--- config.mk ---
export PLATFORM = sky130hd
export DESIGN_NAME = swp_gate
export DESIGN_NICKNAME = d
export VERILOG_FILES = /design/src/rtl/swp_pkg.sv /design/src/rtl/swp_key_match.sv /design/src/rtl/swp_load_win.sv /design/src/rtl/swp_gate.sv
export SDC_FILE = /design/constraint.sdc
export NUM_CORES = 1
export LEC_CHECK = 0
export BUFFER_PORTS_ARGS = -buffer_cell sky130_fd_sc_hd__buf_2
export CAP_MARGIN = 0
export CORE_UTILIZATION = 50
export CTS_CLUSTER_SIZE = 28
export DETAILED_ROUTE_END_ITERATION = 12
export PLACE_DENSITY = 0.79
export SLEW_MARGIN = 20
export SYNTH_ARGS = -nofsm -noshare
export SYNTH_HDL_FRONTEND = slang
export SYNTH_HIERARCHICAL = 1
export SYNTH_SLANG_ARGS = --single-unit
export TNS_END_PERCENT = 10
--- constraint.sdc ---
create_clock -name clk_i -period 3.17 [get_ports clk_i]
set_clock_uncertainty 0.1 [all_clocks]
set_input_delay 0 -clock clk_i [delete_from_list [all_inputs] [get_ports clk_i]]
set_output_delay 0 -clock clk_i [all_outputs]
set_load 0.03 [all_outputs]
--- src/rtl/swp_pkg.sv ---
package swp_pkg;
  localparam int ADDR_W = 15;
  localparam int DATA_W = 8;

  localparam logic [ADDR_W-1:0] KEY_ADDR_P = 15'h5555;
  localparam logic [ADDR_W-1:0] KEY_ADDR_Q = 15'h2AAA;
  localparam logic [DATA_W-1:0] KEY_LEAD   = 8'hAA;
  localparam logic [DATA_W-1:0] KEY_SECOND = 8'h55;
  localparam logic [DATA_W-1:0] KEY_ARM    = 8'hA0;
  localparam logic [DATA_W-1:0] KEY_EXT    = 8'h80;
  localparam logic [DATA_W-1:0] KEY_DISARM = 8'h20;

  typedef enum logic [2:0] {
    ST_IDLE = 3'd0,
    ST_K1   = 3'd1,
    ST_K2   = 3'd2,
    ST_K3   = 3'd3,
    ST_K4   = 3'd4,
    ST_K5   = 3'd5
  } key_st_e;
endpackage

--- src/rtl/swp_key_match.sv ---
module swp_key_match
  import swp_pkg::*;
(
  input  key_st_e            st_i,
  input  logic [ADDR_W-1:0]  addr_i,
  input  logic [DATA_W-1:0]  data_i,
  output logic               hit_o,
  output logic               arm_o,
  output logic               disarm_o,
  output key_st_e            nxt_o
);
  logic [ADDR_W-1:0] exp_addr;
  logic [DATA_W-1:0] exp_data;
  logic              addr_ok;
  logic [2:0]        st_inc;

  always_comb begin
    exp_addr = (st_i == ST_K1 || st_i == ST_K4) ? KEY_ADDR_Q : KEY_ADDR_P;
    unique case (st_i)
      ST_K1, ST_K4: exp_data = KEY_SECOND;
      ST_K2:        exp_data = KEY_EXT;
      ST_K5:        exp_data = KEY_DISARM;
      default:      exp_data = KEY_LEAD;
    endcase
    addr_ok  = (addr_i == exp_addr);
    arm_o    = addr_ok && (st_i == ST_K2) && (data_i == KEY_ARM);
    hit_o    = arm_o || (addr_ok && data_i == exp_data);
    disarm_o = hit_o && (st_i == ST_K5);
    st_inc   = st_i + 3'd1;
    // a miss restarts matching; a finished key returns to idle
    if (!hit_o || arm_o || disarm_o) nxt_o = ST_IDLE;
    else                             nxt_o = key_st_e'(st_inc);
  end
endmodule

--- src/rtl/swp_load_win.sv ---
module swp_load_win #(
  parameter int WIN_CYC = 8
) (
  input  logic clk_i,
  input  logic rst_ni,
  input  logic kick_i,
  output logic expire_o,
  output logic open_o
);
  localparam int CW = (WIN_CYC > 2) ? $clog2(WIN_CYC) : 1;
  localparam logic [CW-1:0] LAST = CW'(WIN_CYC - 1);

  logic          sess_q;
  logic [CW-1:0] cnt_q;

  assign expire_o = sess_q && !kick_i && (cnt_q == LAST);
  assign open_o   = sess_q;

  always_ff @(posedge clk_i or negedge rst_ni) begin
    if (!rst_ni) begin
      sess_q <= 1'b0;
      cnt_q  <= '0;
    end else if (kick_i) begin
      sess_q <= 1'b1;
      cnt_q  <= '0;
    end else if (sess_q) begin
      if (cnt_q == LAST) begin
        sess_q <= 1'b0;
        cnt_q  <= '0;
      end else begin
        cnt_q <= cnt_q + 1'b1;
      end
    end
  end

  AST_CNT_BOUND: assert property (@(posedge clk_i) disable iff (!rst_ni)
    cnt_q <= LAST);
  AST_IDLE_CNT_ZERO: assert property (@(posedge clk_i) disable iff (!rst_ni)
    !sess_q |-> cnt_q == '0);
endmodule

--- src/rtl/swp_gate.sv ---
module swp_gate
  import swp_pkg::*;
#(
  parameter int WIN_CYC = 8
) (
  input  logic              clk_i,
  input  logic              rst_ni,
  input  logic              wr_valid_i,
  input  logic [14:0]       wr_addr_i,
  input  logic [7:0]        wr_data_i,
  input  logic              prog_done_i,
  output logic              pass_o,
  output logic              cmd_o,
  output logic              start_o,
  output logic              busy_o,
  output logic              protect_o
);
  key_st_e st_q, st_nxt;
  logic    hit, arm, disarm, acc, expire, win_open;
  logic    busy_q, start_q, unlk_q, pend_v_q, pend_val_q;
  logic    prot_q = 1'b0;  // non-volatile flag: no reset, clear when new

  assign acc = wr_valid_i && !busy_q;

  swp_key_match u_match (
    .st_i     (st_q),
    .addr_i   (wr_addr_i),
    .data_i   (wr_data_i),
    .hit_o    (hit),
    .arm_o    (arm),
    .disarm_o (disarm),
    .nxt_o    (st_nxt)
  );

  swp_load_win #(.WIN_CYC(WIN_CYC)) u_win (
    .clk_i    (clk_i),
    .rst_ni   (rst_ni),
    .kick_i   (acc),
    .expire_o (expire),
    .open_o   (win_open)
  );

  always_ff @(posedge clk_i or negedge rst_ni) begin
    if (!rst_ni) begin
      st_q       <= ST_IDLE;
      unlk_q     <= 1'b0;
      pend_v_q   <= 1'b0;
      pend_val_q <= 1'b0;
      busy_q     <= 1'b0;
      start_q    <= 1'b0;
    end else begin
      start_q <= expire;
      if (acc) begin
        st_q <= st_nxt;
        if (arm) begin
          unlk_q     <= 1'b1;
          pend_v_q   <= 1'b1;
          pend_val_q <= 1'b1;
        end
        if (disarm) begin
          pend_v_q   <= 1'b1;
          pend_val_q <= 1'b0;
        end
      end else if (expire) begin
        st_q   <= ST_IDLE;
        unlk_q <= 1'b0;
      end
      if (expire) begin
        busy_q <= 1'b1;
      end else if (prog_done_i && busy_q) begin
        busy_q   <= 1'b0;
        pend_v_q <= 1'b0;
      end
    end
  end

  always_ff @(posedge clk_i) begin
    if (prog_done_i && busy_q && pend_v_q) prot_q <= pend_val_q;
  end

  assign cmd_o     = acc && hit;
  assign pass_o    = acc && !hit && (!prot_q || unlk_q);
  assign start_o   = start_q;
  assign busy_o    = busy_q;
  assign protect_o = prot_q;

  AST_START_PULSE: assert property (@(posedge clk_i) disable iff (!rst_ni)
    start_o |=> !start_o);
  AST_START_WITH_BUSY: assert property (@(posedge clk_i) disable iff (!rst_ni)
    $rose(busy_o) |-> start_o);
  AST_BUSY_BLOCKS: assert property (@(posedge clk_i) disable iff (!rst_ni)
    busy_o |-> !pass_o && !cmd_o && !win_open);
  AST_PROT_AT_DONE: assert property (@(posedge clk_i) disable iff (!rst_ni)
    (protect_o != $past(protect_o)) |-> $past(prog_done_i && busy_o));
endmodule

==> summary.txt <==
Worst setup path
  – Crit path max fanout: 5
  – Most numerous cell on the critical path: or2_1
  – CP Capture Type: output pin
  – Crit-path slowest cell: dfrtp_1
  – WS Path Type: flop to output pin
  – Crit path cell chain: inv_1, ha_1, nor3_2, or2_1, o41a_1, or2_1, a21oi_1, and2_1, buf_2
  – Worst EP required: 3.07 ns
  – CP delay by family, top: simple AND/OR/NAND/NOR gates
  – Worst setup SP type: flop
  – CP Buf/Inv Count: 2
  – Arr. time, crit path: 2.62 ns
  – Highest cell delay on the worst timing path: 0.43 ns

Yosys
  – Simple-gate area share of the yosys netlist: 31.0%
  – Synth top area share: 30.0%
  – Synth async-reset ratio: 92.3%
  – Complex-gate fraction of the synthesized area: between 15 and 20%
  – Main synth FF type: dfrtp_1
  – Post-Synth Adder-Cell Area: 10.0%
  – Syn avg cell area: roughly 9.6 um^2
  – Post-synthesis cell count: 104
  – Post-synthesis instance area: approximately 1000 um^2
  – Sequential area share after synthesis: about a third
  – Multiplexer share of the synthesized area: 4.13%
  – Combinational family with the most area after synthesis: simple AND/OR/NAND/NOR gates
  – Syn Nets: 139
  – Yosys warns: 6
  – Synth Area in XOR/XNOR: 1.75%
  – Cell taking the most area after synthesis: dfrtp_1
  – Post-synth EDFFs: 1
  – Post-synth cell types: 47
  – Flops & latches, synth: 13
  – Largest cells by area after synthesis: dfrtp_1 (30%), ha_1 (10%), nand2b_1 (3.8%), mux2i_1 (3.0%), edfxtp_1 (3.0%)

CTS
  – Resize count post-CTS: 0
  – Worst-Skew Late Latency: 0.27 ns
  – CTS tree: done
  – CTS max path bufs: 2
  – Num CTS Buffers: 3
  – Clock sink count: 13
  – Clock transition at path regs: around 0.07 ns
  – Number of setup buffers added after CTS: 0
  – CTS root buf: clkbuf_4
  – H-tree depth: 1

Cells and area
  – Fillers: 164
  – Share of cells above drive strength 1: 30.9%
  – Register area: 330 um^2
  – Area of the multi-input gates: approximately 620 um^2
  – Final #Nets: 175
  – Ant. Diodes: 0
  – Area Overhead vs Synth: 20.7%

Status
  – Outcome: complete, no violations

Global route
  – Overall Global Routing Usage: 20.2%
  – Pin count of the biggest net entering global routing: 20
  – Overflow after GRT: 0
  – First-pass GRT wire length: around 3200 um
  – Vias in the first global route: between 800 and 900
  – Initial antenna violation count: 0

Routing
  – Met2 wire length: approximately 970 um
  – Uppermost layer routed: met3
  – Iter 0 DRT Violations: 17
  – Final ANT Viol Nets: 0
  – Vias post-DR: 918
  – Number of remaining DRC errors: 0
  – Metal1 wirelength: 791 um
  – Wire per inst: 11.8 um
  – Drt pass-1 iters: 4
  – Total Wirelength: 1930 um
  – Metal3 WL: 168 um
  – Vias/cell: 5.60

STA
  – Final setup viols: 0
  – Hold_ws: 0.0295 ns
  – Final min period: 2.72 ns
  – TNS Setup: 0 ns
  – Measured slew at the worst slew-check pin: around 0.44 ns
  – Final period util: 85.9%
  – Final hold violations: 0
  – RSZ-0062 raised after global routing: no
  – Max frequency: 367 MHz
  – Slew headroom: between 70% and 80%
  – Pins over their slew limit: 0

Pwr
  – Worst IR Drop VDD: between 300 and 400 uV
  – P_leak: 0.592 nW
  – Pwr Density: 268 nW/um^2

Die
  – Die Span X: 46.7 um
  – Die area: around 2200 um^2
  – Row count: 15
  – Core box area: 1800 um^2
  – Starting Density: 55.5%
  – Ports: 32
  – Die Y: 46.7 um

Placement
  – GP Congestion: 0.734
  – IO Port Bufs: 31
  – Dpl hpwl: 1540 um

Flow run
  – Max-cap violations: 0

Min path
  – Worst Hold Class: input port to asynchronous set/reset pin
through the flow:
step	std cells	cell area, um^2	total power, W	utilization, %	worst slack (ns)
3_5_place_dp	158	1160	0.000227	64.4	0.719
3_3_place_gp	158	1160	0.000224	64.4	0.834
2_1_floorplan	104	1000	0.000201	-	0.923
5_1_grt	164	1210	0.000343	66.9	0.248
4_1_cts	164	1210	0.000332	66.9	0.422
6_report	164	1210	0.000323	66.9	0.446
flip-flops by register name (all words and copies together), names as in the netlist:
| name | count |
|---|---|
| st_q | 3 |
| u_win/cnt_q | 3 |
| busy_o | 1 |
| pend_v_q | 1 |
| pend_val_q | 1 |
| protect_o | 1 |
| start_o | 1 |
| u_win/open_o | 1 |
| unlk_q | 1 |
path summary, 6_finish.rpt:
check                      startpoint              to  slack [ns]  cells past startpoint
max                           st_q[0]           cmd_o        0.45                      9
min                            rst_ni          busy_o        0.03                      2
max reg2reg                   st_q[0]        pend_v_q        0.69                      9
min reg2reg                pend_val_q       protect_o        0.35                      0
max in group asynchronous      rst_ni  u_win/cnt_q[2]        2.72                      2
min in group clk_i         wr_valid_i  u_win/cnt_q[2]        0.06                      3
layout by cell type (no fill, tap or decap), types with 2 or more instances in the layout:
cell type      synthesis  layout
mux2i_1                3       3
o21ai_1                2       2
or2_1                  2       2
dfrtp_1               12      12
nor2_1                 4       4
and3_1                 3       3
dlygate4sd3_1          0       2
nor3_1                 4       4
nor4_1                 3       3
nand2b_1               6       6
clkbuf_4               0       3
nand2_1                6       6
nand4_1                3       3
a21oi_1                5       5
nor4b_1                2       2
inv_1                  5       5
and2_1                 4       4
buf_2                  0      31
ha_1                   8       8
o21ai_2                2       2
metal layers:
layer	GRT usage (%)	up-vias
met5	0	-
li1	-	455
met2	37.8	39
met4	2.29	0
met1	23.1	424
met3	6.27	0
final cells by class:
| cell class | instances | share of cell area, % |
|---|---|---|
| well taps | 25 | 2.59 |
| inverters | 5 | 1.56 |
| multi-input cells | 84 | 51.8 |
| repair buffers | 33 | 14.5 |
| clock buffers | 4 | 2.18 |
| flip-flops and latches | 13 | 27.4 |
synthesized netlist by cell type, types with 3 or more instances:
| master | number |
|---|---|
| dfrtp_1 | 12 |
| ha_1 | 8 |
| nand2_1 | 6 |
| nand2b_1 | 6 |
| a21oi_1 | 5 |
| inv_1 | 5 |
| and2_1 | 4 |
| nor2_1 | 4 |
| nor3_1 | 4 |
| and3_1 | 3 |
| mux2i_1 | 3 |
| nand4_1 | 3 |
| nor4_1 | 3 |
timing repair:
action,in CTS,in global routing
hold buffers,2,0
endpoints found under the setup margin,0,0
hold endpoints to repair,15,0
report_power, final:
| group | leakage (nW) | switching (W) | internal, W |
|---|---|---|---|
| Clock | 0.0150 | 0.0000499 | 0.0000487 |
| Sequential | 0.172 | 0.00000319 | 0.000172 |
| Combinational | 0.405 | 0.0000249 | 0.0000247 |
cells by family after synthesis:
kind of cell | count (synthesis)
simple gates | 49
xor+xnor | 2
mux | 4
compound gates | 21
fa+ha+maj | 8
buf+inv | 7
flops | 13
Power figures use the tool's default switching activity.
